File: config.mk
export PLATFORM = sky130hd
export DESIGN_NAME = tlb_req_coalescer
export DESIGN_NICKNAME = d
export VERILOG_FILES = /design/src/rtl/tlbc_pkg.sv /design/src/rtl/tlbc_in_arb.sv /design/src/rtl/tlbc_issue_sel.sv /design/src/rtl/tlbc_fifo.sv /design/src/rtl/tlb_req_coalescer.sv
export SDC_FILE = /design/constraint.sdc
export NUM_CORES = 2
export LEC_CHECK = 0
export ABC_AREA = 0
export BUFFER_PORTS_ARGS = -buffer_cell sky130_fd_sc_hd__buf_2
export CAP_MARGIN = 20
export CORE_AREA = 3 3 349 351
export CTS_BUF_LIST = sky130_fd_sc_hd__clkbuf_4 sky130_fd_sc_hd__clkbuf_8
export DETAILED_ROUTE_END_ITERATION = 16
export DIE_AREA = 0 0 352 354
export GPL_TIMING_DRIVEN = 0
export HOLD_SLACK_MARGIN = 0.03
export PLACE_DENSITY = 0.51
export RECOVER_POWER = 100
export SKIP_CTS_REPAIR_TIMING = 1
export SYNTH_ARGS = -nofsm -noshare
export SYNTH_HDL_FRONTEND = slang
export SYNTH_HIERARCHICAL = 1
export SYNTH_SLANG_ARGS = --single-unit
File: constraint.sdc
create_clock -name clk_i -period 21.1 [get_ports clk_i]
set_clock_uncertainty 0.05 [all_clocks]
set_input_delay 1.055 -clock clk_i [delete_from_list [all_inputs] [get_ports clk_i]]
set_output_delay 1.055 -clock clk_i [all_outputs]
set_load 0.01 [all_outputs]
File: src/rtl/tlbc_pkg.sv
package tlbc_pkg;
  function automatic int unsigned idx_w(input int unsigned n);
    return (n > 1) ? $clog2(n) : 1;
  endfunction
endpackage

File: src/rtl/tlbc_in_arb.sv
module tlbc_in_arb #(
  parameter int unsigned N = 2,
  localparam int unsigned W = tlbc_pkg::idx_w(N)
) (
  input  logic [N-1:0] valid_i,
  output logic [N-1:0] gnt_o,
  output logic [W-1:0] idx_o,
  output logic         any_o
);
  always_comb begin
    gnt_o = '0;
    idx_o = '0;
    any_o = 1'b0;
    for (int i = N - 1; i >= 0; i--) begin
      if (valid_i[i]) begin
        gnt_o    = '0;
        gnt_o[i] = 1'b1;
        idx_o    = W'(i);
        any_o    = 1'b1;
      end
    end
  end
endmodule

File: src/rtl/tlbc_issue_sel.sv
module tlbc_issue_sel #(
  parameter int unsigned E     = 4,
  parameter int unsigned P     = 2,
  parameter int unsigned KEY_W = 32,
  localparam int unsigned EW   = tlbc_pkg::idx_w(E)
) (
  input  logic                    clk_i,
  input  logic                    rst_ni,
  input  logic [E-1:0]            elig_i,
  input  logic [E-1:0][KEY_W-1:0] key_i,
  output logic [P-1:0]            vld_o,
  output logic [P-1:0][EW-1:0]    id_o
);
  // lane k takes the k-th smallest key among eligible entries
  always_comb begin
    logic [E-1:0]     taken;
    logic [KEY_W-1:0] best;
    taken = '0;
    for (int k = 0; k < P; k++) begin
      vld_o[k] = 1'b0;
      id_o[k]  = '0;
      best     = '0;
      for (int e = 0; e < E; e++) begin
        if (elig_i[e] && !taken[e] && (!vld_o[k] || key_i[e] < best)) begin
          vld_o[k] = 1'b1;
          id_o[k]  = EW'(e);
          best     = key_i[e];
        end
      end
      if (vld_o[k]) taken[id_o[k]] = 1'b1;
    end
  end

  for (genvar k = 1; k < P; k++) begin : g_ord
    p_lane_order_r3: assert property (@(posedge clk_i) disable iff (!rst_ni)
      vld_o[k] |-> (vld_o[k-1] && (key_i[id_o[k-1]] < key_i[id_o[k]])));
  end
endmodule

File: src/rtl/tlbc_fifo.sv
module tlbc_fifo #(
  parameter int unsigned DEPTH = 4,
  parameter int unsigned W     = 2,
  localparam int unsigned AW   = tlbc_pkg::idx_w(DEPTH),
  localparam int unsigned CW   = tlbc_pkg::idx_w(DEPTH + 1)
) (
  input  logic         clk_i,
  input  logic         rst_ni,
  input  logic         push_i,
  input  logic [W-1:0] data_i,
  input  logic         pop_i,
  output logic [W-1:0] head_o,
  output logic         empty_o,
  output logic         full_o
);
  logic [W-1:0]  mem_q [DEPTH];
  logic [AW-1:0] wr_q, rd_q;
  logic [CW-1:0] cnt_q;

  function automatic logic [AW-1:0] nxt(input logic [AW-1:0] p);
    return (p == AW'(DEPTH - 1)) ? '0 : p + AW'(1);
  endfunction

  assign head_o  = mem_q[rd_q];
  assign empty_o = (cnt_q == '0);
  assign full_o  = (cnt_q == CW'(DEPTH));

  always_ff @(posedge clk_i or negedge rst_ni) begin
    if (!rst_ni) begin
      wr_q  <= '0;
      rd_q  <= '0;
      cnt_q <= '0;
      for (int i = 0; i < DEPTH; i++) mem_q[i] <= '0;
    end else begin
      if (push_i) begin
        mem_q[wr_q] <= data_i;
        wr_q        <= nxt(wr_q);
      end
      if (pop_i) rd_q <= nxt(rd_q);
      cnt_q <= cnt_q + CW'(push_i) - CW'(pop_i);
    end
  end

  p_no_overflow_r11: assert property (@(posedge clk_i) disable iff (!rst_ni)
    (push_i && full_o) |-> pop_i);
  p_no_underflow_r11: assert property (@(posedge clk_i) disable iff (!rst_ni)
    pop_i |-> !empty_o);
endmodule

File: src/rtl/tlb_req_coalescer.sv
module tlb_req_coalescer #(
  parameter int unsigned N_PORTS = 2,
  parameter int unsigned PROBES  = 2,
  parameter int unsigned WIN     = 1,
  parameter int unsigned ENTRIES = 4,
  parameter int unsigned MERGE   = 4,
  parameter int unsigned VA_W    = 32,
  parameter int unsigned PG_W    = 12,
  parameter int unsigned PPN_W   = 20,
  parameter int unsigned TAG_W   = 6,
  parameter int unsigned CYC_W   = 16,
  parameter int unsigned CNT_W   = 16,
  localparam int unsigned VPN_W  = VA_W - PG_W,
  localparam int unsigned PA_W   = PPN_W + PG_W,
  localparam int unsigned E_W    = tlbc_pkg::idx_w(ENTRIES)
) (
  input  logic                            clk_i,
  input  logic                            rst_ni,
  input  logic                            merge_dis_i,
  input  logic [N_PORTS-1:0]              req_valid_i,
  output logic [N_PORTS-1:0]              req_ready_o,
  input  logic [N_PORTS-1:0][VA_W-1:0]    req_vaddr_i,
  input  logic [N_PORTS-1:0][TAG_W-1:0]   req_tag_i,
  input  logic [N_PORTS-1:0][CYC_W-1:0]   req_cycle_i,
  output logic [PROBES-1:0]               lk_valid_o,
  input  logic                            lk_ready_i,
  output logic [PROBES-1:0][VPN_W-1:0]    lk_vpn_o,
  output logic [PROBES-1:0][E_W-1:0]      lk_id_o,
  input  logic                            tr_valid_i,
  input  logic [E_W-1:0]                  tr_id_i,
  input  logic [PPN_W-1:0]                tr_ppn_i,
  output logic [N_PORTS-1:0]              rsp_valid_o,
  output logic [N_PORTS-1:0][PA_W-1:0]    rsp_paddr_o,
  output logic [N_PORTS-1:0][TAG_W-1:0]   rsp_tag_o,
  output logic [CNT_W-1:0]                n_req_o,
  output logic [CNT_W-1:0]                n_lkp_o
);
  localparam int unsigned P_W   = tlbc_pkg::idx_w(N_PORTS);
  localparam int unsigned M_W   = tlbc_pkg::idx_w(MERGE + 1);
  localparam int unsigned S_W   = tlbc_pkg::idx_w(MERGE);
  localparam int unsigned KEY_W = 2 * CYC_W;

  // outstanding table
  logic [ENTRIES-1:0] ent_vld_q, ent_iss_q, ent_rsp_q;
  logic [VPN_W-1:0]   ent_vpn_q [ENTRIES];
  logic [CYC_W-1:0]   ent_bkt_q [ENTRIES];
  logic [CYC_W-1:0]   ent_seq_q [ENTRIES];
  logic [M_W-1:0]     ent_cnt_q [ENTRIES];
  logic [PPN_W-1:0]   ent_ppn_q [ENTRIES];
  logic [P_W-1:0]     slot_port_q [ENTRIES][MERGE];
  logic [TAG_W-1:0]   slot_tag_q  [ENTRIES][MERGE];
  logic [PG_W-1:0]    slot_off_q  [ENTRIES][MERGE];

  logic [CYC_W-1:0] now_q, seq_q;
  logic [S_W-1:0]   fo_idx_q;
  logic [CNT_W-1:0] n_req_q, n_lkp_q;

  // intake
  logic [N_PORTS-1:0] in_gnt;
  logic [P_W-1:0]     in_idx;
  logic               in_any;

  tlbc_in_arb #(.N(N_PORTS)) u_arb (
    .valid_i(req_valid_i), .gnt_o(in_gnt), .idx_o(in_idx), .any_o(in_any)
  );

  logic [VPN_W-1:0] in_vpn;
  logic [PG_W-1:0]  in_off;
  logic [CYC_W-1:0] in_bkt, now_bkt;
  logic             hit, has_free, accept;
  logic [E_W-1:0]   hit_id, free_id, tgt_id;

  assign in_vpn  = req_vaddr_i[in_idx][VA_W-1:PG_W];
  assign in_off  = req_vaddr_i[in_idx][PG_W-1:0];
  assign in_bkt  = req_cycle_i[in_idx] / CYC_W'(WIN);
  assign now_bkt = now_q / CYC_W'(WIN);

  always_comb begin
    hit      = 1'b0;
    hit_id   = '0;
    has_free = 1'b0;
    free_id  = '0;
    for (int e = ENTRIES - 1; e >= 0; e--) begin
      if (ent_vld_q[e] && !ent_iss_q[e] && !merge_dis_i && ent_vpn_q[e] == in_vpn &&
          ent_bkt_q[e] == in_bkt && ent_cnt_q[e] < M_W'(MERGE)) begin
        hit    = 1'b1;
        hit_id = E_W'(e);
      end
      if (!ent_vld_q[e]) begin
        has_free = 1'b1;
        free_id  = E_W'(e);
      end
    end
  end

  assign accept      = in_any && (hit || has_free);
  assign tgt_id      = hit ? hit_id : free_id;
  assign req_ready_o = in_gnt & {N_PORTS{accept}};

  // issue lanes
  logic [ENTRIES-1:0]            elig;
  logic [ENTRIES-1:0][KEY_W-1:0] ent_key;
  logic [PROBES-1:0][E_W-1:0]    lane_id;

  always_comb begin
    for (int e = 0; e < ENTRIES; e++) begin
      elig[e]    = ent_vld_q[e] && !ent_iss_q[e] && (ent_bkt_q[e] < now_bkt);
      ent_key[e] = {ent_bkt_q[e], ent_seq_q[e]};
    end
  end

  tlbc_issue_sel #(.E(ENTRIES), .P(PROBES), .KEY_W(KEY_W)) u_sel (
    .clk_i(clk_i), .rst_ni(rst_ni), .elig_i(elig), .key_i(ent_key),
    .vld_o(lk_valid_o), .id_o(lane_id)
  );

  logic [CNT_W-1:0] lk_acc_n;
  always_comb begin
    lk_acc_n = '0;
    for (int k = 0; k < PROBES; k++) begin
      lk_id_o[k]  = lane_id[k];
      lk_vpn_o[k] = ent_vpn_q[lane_id[k]];
      if (lk_ready_i && lk_valid_o[k]) lk_acc_n = lk_acc_n + CNT_W'(1);
    end
  end

  // cleanup queue and fan-out
  logic [E_W-1:0] hd;
  logic           fq_empty, fq_full, fo_act, fo_last;

  tlbc_fifo #(.DEPTH(ENTRIES), .W(E_W)) u_cq (
    .clk_i(clk_i), .rst_ni(rst_ni), .push_i(tr_valid_i), .data_i(tr_id_i),
    .pop_i(fo_act && fo_last), .head_o(hd), .empty_o(fq_empty), .full_o(fq_full)
  );

  assign fo_act  = !fq_empty;
  assign fo_last = (M_W'(fo_idx_q) == ent_cnt_q[hd] - M_W'(1));

  always_comb begin
    rsp_valid_o = '0;
    rsp_paddr_o = '0;
    rsp_tag_o   = '0;
    if (fo_act) begin
      rsp_valid_o[slot_port_q[hd][fo_idx_q]] = 1'b1;
      rsp_paddr_o[slot_port_q[hd][fo_idx_q]] = {ent_ppn_q[hd], slot_off_q[hd][fo_idx_q]};
      rsp_tag_o[slot_port_q[hd][fo_idx_q]]   = slot_tag_q[hd][fo_idx_q];
    end
  end

  logic [S_W-1:0] wslot;
  assign wslot = hit ? S_W'(ent_cnt_q[hit_id]) : '0;

  always_ff @(posedge clk_i or negedge rst_ni) begin
    if (!rst_ni) begin
      ent_vld_q <= '0;
      ent_iss_q <= '0;
      ent_rsp_q <= '0;
      for (int e = 0; e < ENTRIES; e++) begin
        ent_vpn_q[e] <= '0;
        ent_bkt_q[e] <= '0;
        ent_seq_q[e] <= '0;
        ent_cnt_q[e] <= '0;
        ent_ppn_q[e] <= '0;
        for (int s = 0; s < MERGE; s++) begin
          slot_port_q[e][s] <= '0;
          slot_tag_q[e][s]  <= '0;
          slot_off_q[e][s]  <= '0;
        end
      end
      now_q    <= '0;
      seq_q    <= '0;
      fo_idx_q <= '0;
      n_req_q  <= '0;
      n_lkp_q  <= '0;
    end else begin
      now_q <= now_q + CYC_W'(1);
      if (accept) begin
        slot_port_q[tgt_id][wslot] <= in_idx;
        slot_tag_q[tgt_id][wslot]  <= req_tag_i[in_idx];
        slot_off_q[tgt_id][wslot]  <= in_off;
        n_req_q <= n_req_q + CNT_W'(1);
        if (hit) begin
          ent_cnt_q[hit_id] <= ent_cnt_q[hit_id] + M_W'(1);
        end else begin
          ent_vld_q[free_id] <= 1'b1;
          ent_iss_q[free_id] <= 1'b0;
          ent_rsp_q[free_id] <= 1'b0;
          ent_vpn_q[free_id] <= in_vpn;
          ent_bkt_q[free_id] <= in_bkt;
          ent_seq_q[free_id] <= seq_q;
          ent_cnt_q[free_id] <= M_W'(1);
          seq_q <= seq_q + CYC_W'(1);
        end
      end
      if (lk_ready_i) begin
        for (int k = 0; k < PROBES; k++)
          if (lk_valid_o[k]) ent_iss_q[lane_id[k]] <= 1'b1;
      end
      n_lkp_q <= n_lkp_q + lk_acc_n;
      if (tr_valid_i) begin
        ent_rsp_q[tr_id_i] <= 1'b1;
        ent_ppn_q[tr_id_i] <= tr_ppn_i;
      end
      if (fo_act) begin
        if (fo_last) begin
          ent_vld_q[hd] <= 1'b0;
          fo_idx_q      <= '0;
        end else begin
          fo_idx_q <= fo_idx_q + S_W'(1);
        end
      end
    end
  end

  assign n_req_o = n_req_q;
  assign n_lkp_o = n_lkp_q;

  p_ready_onehot_r8: assert property (@(posedge clk_i) disable iff (!rst_ni)
    $onehot0(req_ready_o));
  p_rsp_onehot_r6: assert property (@(posedge clk_i) disable iff (!rst_ni)
    $onehot0(rsp_valid_o));
  p_rsp_answered_r6: assert property (@(posedge clk_i) disable iff (!rst_ni)
    fo_act |-> (ent_vld_q[hd] && ent_rsp_q[hd]));
  p_tr_issued_r5: assert property (@(posedge clk_i) disable iff (!rst_ni)
    tr_valid_i |-> (ent_vld_q[tr_id_i] && ent_iss_q[tr_id_i] && !ent_rsp_q[tr_id_i]));
  p_req_count_r9: assert property (@(posedge clk_i) disable iff (!rst_ni)
    accept |=> (n_req_q != $past(n_req_q)));
  p_lane_stuck_r5: assert property (@(posedge clk_i) disable iff (!rst_ni)
    (lk_valid_o[0] && !lk_ready_i) |=> ent_vld_q[$past(lane_id[0])]);
  for (genvar e = 0; e < ENTRIES; e++) begin : g_ent
    p_merge_bound_r7: assert property (@(posedge clk_i) disable iff (!rst_ni)
      ent_vld_q[e] |-> (ent_cnt_q[e] != '0 && ent_cnt_q[e] <= M_W'(MERGE)));
  end
endmodule

---- Yosys cells after proc, flatten, opt, wreduce, memory -nomap -nowiden ----
Cells that the tools add are included.
word-level totals
  input bits .............................. 137
  word-level logic and storage cells ...... 398
  output and inout port bits .............. 158
  register bits ........................... 693
operators by class
  $lt $le $gt $ge ......................... 42
  eq/ne operators ......................... 11
  $add $sub $neg .......................... 12
  reduce and logical (&&, ||, !) cells .... 74
  bitwise operators ....................... 25
  mux-type cells .......................... 152
operators with widths
  cell                                            count
  2-to-1 mux 32 bit                               9
  bitwise mux 192 bit                             1
  < comparator 32 bit                             6
  bitwise mux 80 bit                              2
  2-to-1 mux 20 bit                               8
  2-to-1 mux 48 bit                               3
  bitwise mux 64 bit                              2
  binary-select mux 20 bit (select 2 bit)         3
  binary-select mux 48 bit (select 2 bit)         1
  bitwise mux 96 bit                              1
  demux 48 bit (select 2 bit)                     1
  demux 20 bit (select 2 bit)                     2
  == test 20 bit                                  4
  2-to-1 mux 24 bit                               3
  adder 16 x 1 -> 16 bit (second input constant)  4
  AND 64 bit                                      1
  == test 16 bit                                  4
  < comparator 16 bit                             4
  2-to-1 mux 16 bit                               4
  2-to-1 mux 64 bit                               1
  2-to-1 mux 12 bit                               5
  2-to-1 mux 4 bit                                14
  logical AND 1 bit                               49
  binary-select mux 24 bit (select 2 bit)         1
  52 further kinds                                183

---- Depth between registers and ports, before layout ----
  depth in word-level cells ............... 43
  mapped depth ............................ 90
  mapped depth without buffers ............ 78

---- Cells and area by module ----
The synthesis kept the hierarchy.
by module, submodules not included
  module             sequential area each (µm²)  cells each  times used  area each (µm²)
  tlb_req_coalescer  16966.3                     2618        1           34520.6
  tlbc_issue_sel     0.0                         896         1           6304.8
  tlbc_fifo          375.4                       54          1           742.0
  tlbc_in_arb        0.0                         4           1           30.0

---- Worst setup path after synthesis ----
OpenSTA, ideal clock, no wires.
  path kind ............................... register to output
  from .................................... register now_q[1]
  to ...................................... output port lk_vpn_o[22] in the netlist's numbering
  buffers on the path ..................... 12
  data arrival time ....................... 17.366 ns
  slack ................................... 2.629 ns
  data required time ...................... 19.995 ns
  stages on the path, launching flop included .. 88
  path through ............................ dfrtp_1 inv_1 ha_1 a21o_1 a21o_1 a21o_1 a21o_1 a21o_1 a21o_1 a21oi_1 o31a_1 clkbuf_1 buf_1 nand2_1 ha_1 a21o_1 a221o_1 a22oi_1 [... 52 more ...] mux2_1 ha_1 a21o_1 a21o_1 a21o_1 a21oi_1 nor2b_1 o21ai_0 nand2b_1 a21oi_1 o311ai_0 a221oi_1 nand2_1 nor3_1 a21o_1 clkbuf_1 buf_1 mux4_2
RTL lines
  what                    RTL line                  RTL
  from (decl)             tlb_req_coalescer.sv:54   logic [CYC_W-1:0] now_q, seq_q;
  from (signal assigned)  tlb_req_coalescer.sv:176  now_q <= now_q + CYC_W'(1);
  to (decl)               tlb_req_coalescer.sv:27   output logic [PROBES-1:0][VPN_W-1:0] lk_vpn_o,

==> flow_summary_export.csv <==
group,metric,value,unit
outcome,status,"complete, but fails checks",
outcome,violations,"capacitance limit, slew limit",
power_and_ir_drop,ir_worst_vdd,0.106,mV
global_routing,grt_pass1_wl,219000,microns
worst_setup_path,critical_path.max_fanout,10,
timing,period_share,97.1,%
floorplanning,die_height,354,microns
worst_setup_path,cpMostUsedCell,"a21o_1",
worst_setup_path,max_stage_delay,560,ps
synthesis,synth_nets,3971,
cells_and_area,fillers,11700,
cells_and_area,stdcell_area,0.0486,sq mm
clock_tree,clock_latency,840,ps
worst_setup_path,r2r_end,"ent_iss_q[2]$_DFF_PN0_",
placement,hpwl,112000,microns
clock_tree,cts_root_buf,"clkbuf_8",
timing,period_needed,20500,ps
synthesis,syn_avg_cell_area,11.6,sq um
timing,layout_setup_ws,603,ps
route,drc,0,
cells_and_area,layout.nets,4438,
power_and_ir_drop,total_power,8.45,mW
synthesis,syn_area,0.0416,sq mm
route,viasPerCell,5.54,
placement,placed_area,0.0454,sq mm
worst_setup_path,worst_ep_arrival_time,19390,ps
route,drtIter0Drc,2695,
timing,relSlewSlack,-263,%
placement,io_buffers,294,
worst_setup_path,cp_slowest_cell,"mux4_2",
route,antenna_left,0,
route,wirelength,149000,microns
timing,slew_viol_final,750,
timing,setup_viol,0,
min_path,hold_class,"flip-flop to flip-flop",
power_and_ir_drop,power.density,174,mW/mm^2
global_routing,grt_pass1_vias,32000,
floorplanning,start_util,34.9,%
worst_setup_path,endpoint,"lk_vpn_o[33]",
floorplanning,io_pins,295,
timing,worst_pin_slew,5440,ps
worst_setup_path,crit_start,"ent_bkt_q[48]$_DFFE_PN0P_",
clock_tree,cts_sinks,693,
worst_setup_path,crit_type,"flip-flop to output port",
worst_setup_path,worstPathRequired,20000,ps
floorplanning,fp.dieW,352,microns
timing,hold_viol_final,0,
clock_tree,h-tree-depth,4,
floorplanning,rows,127,
placement,dp_slack,-5280,ps
cells_and_area,drive_gt1_share,29.0,%
route,vias,31900,
timing,timing.fmax,48.8,MHz
run,maxCapViolations,12,
worst_setup_path,crit_path_end_kind,"output port",
synthesis,synth_cells,3571,
floorplanning,die_area,0.125,sq mm
clock_tree,cts_tree,"built",
floorplanning,core_area,0.119,sq mm
cells_and_area,area_delta_synth_final,16.8,%
worst_setup_path,rr_worst_depth,88,
worst_setup_path,reg2reg_from,"ent_bkt_q[48]$_DFFE_PN0P_",
global_routing,gr-total-overflow,0,
global_routing,grt_usage,23.6,%
global_routing,grt_max_degree,100,
clock_tree,path_clk_slew,60,ps
clock_tree,cts_buffer_depth,3,
min_path,hold_path_depth,1,
power_and_ir_drop,power_leakage,21.4,nW
global_routing,antenna_found_initial,9,
placement,globalplace.congestion,0.981,
worst_setup_path,r2r_setup_slack,2640,ps
clock_tree,cts_buffers,130,
route,first_pass_iters,6,
worst_setup_path,critPathLaunchType,"flip-flop",
synthesis,ys_warn_count,6,
route,routedWlPerCell,25.8,microns
-- metrics by stage --
stage          hold slack, ps  utilization, %  instances  TNS, ps
6_report                  426            40.7       5757        0
5_1_grt                   404            40.7       5755    -1950
4_1_cts                   176            40.5       5725  -144610
3_5_place_dp              414            38.1       5492  -124500
3_3_place_gp              409            37.8       5477  -124200
2_1_floorplan             395               -       3571        0
-- cell usage in the layout (no fill, tap or decap), types with 28 or more instances in the layout --
| master | n |
|---|---|
| a21oi_1 | 120 |
| nor2_1 | 109 |
| nor4_1 | 77 |
| xnor2_1 | 186 |
| inv_1 | 88 |
| nor3_1 | 43 |
| mux2_1 | 78 |
| buf_2 | 202 |
| mux4_2 | 158 |
| clkbuf_8 | 159 |
| clkbuf_1 | 241 |
| a21o_1 | 69 |
| nand4_1 | 64 |
| buf_4 | 28 |
| and2_1 | 32 |
| mux2_2 | 419 |
| nand3_1 | 71 |
| nor2b_1 | 57 |
| nand2_1 | 294 |
| o21ai_0 | 214 |
| mux2i_4 | 30 |
| dfrtp_1 | 691 |
| ha_1 | 261 |
| clkbuf_4 | 55 |
-- worst min-delay path by stage --
stage	to	from	slack, ps
after CTS	ent_key[8]$_DFFE_PN0P_	rst_ni	180
after global placement	now_q[5]$_DFF_PN0_	now_q[5]$_DFF_PN0_	410
final	now_q[4]$_DFF_PN0_	now_q[4]$_DFF_PN0_	430
after floorplan	now_q[4]$_DFF_PN0_	now_q[4]$_DFF_PN0_	400
after detailed placement	now_q[4]$_DFF_PN0_	now_q[4]$_DFF_PN0_	410
after global routing	ent_ppn_q[20]$_DFFE_PN0P_	tr_ppn_i[0]	400
-- area by class of cell --
cell class                      count  area, sq um  share of cell area [%]
Antenna cell                        6         15.0                  0.0309
Buffer                            188          992                    2.04
Clock buffer                      207         2550                    5.25
Clock inverter                     26          312                   0.642
Inverter                           90          338                   0.696
Multi-Input combinational cell   2600        23300                    48.0
Sequential cell                   693        17300                    35.7
Tap cell                         1612         2020                    4.15
Timing Repair Buffer              335         1690                    3.49
-- state kept, by name, indices dropped and copies added, names as in the netlist, 8 cells and up --
name,cells
u_cq/mem_q,8
n_lkp_o,16
now_q,16
n_req_o,16
ent_ppn_q,80
ent_vpn_q,80
seq_q,16
slot_port_q,16
ent_key,64
slot_tag_q,96
ent_cnt_q,12
slot_off_q,192
ent_bkt_q,64
-- per-layer routing --
metal  vias to the layer above  track usage (%)  share of wire (%)
met1                     16400             32.6                 44
li1                      14100                -                  -
met5                         -                0              0.037
met4                         8             8.42                3.6
met3                       291             4.45                6.3
met2                      1095             36.9                 46
-- where the power goes --
| group | switching [mW] | internal, mW |
|---|---|---|
| Sequential | 0.474 | 1.64 |
| Clock | 0.614 | 0.821 |
| Combinational | 2.87 | 2.03 |
-- critical path: cells and delay by family, from the launching register on --
kind	cells	cell delay, ps
muxes	2	900
adders and majority gates	6	1730
AOI/OAI and AO/OA	39	7890
and+or+nand+nor	27	4860
DFF	1	550
buffers and inverters	14	2610
Power figures use the tool's default switching activity.
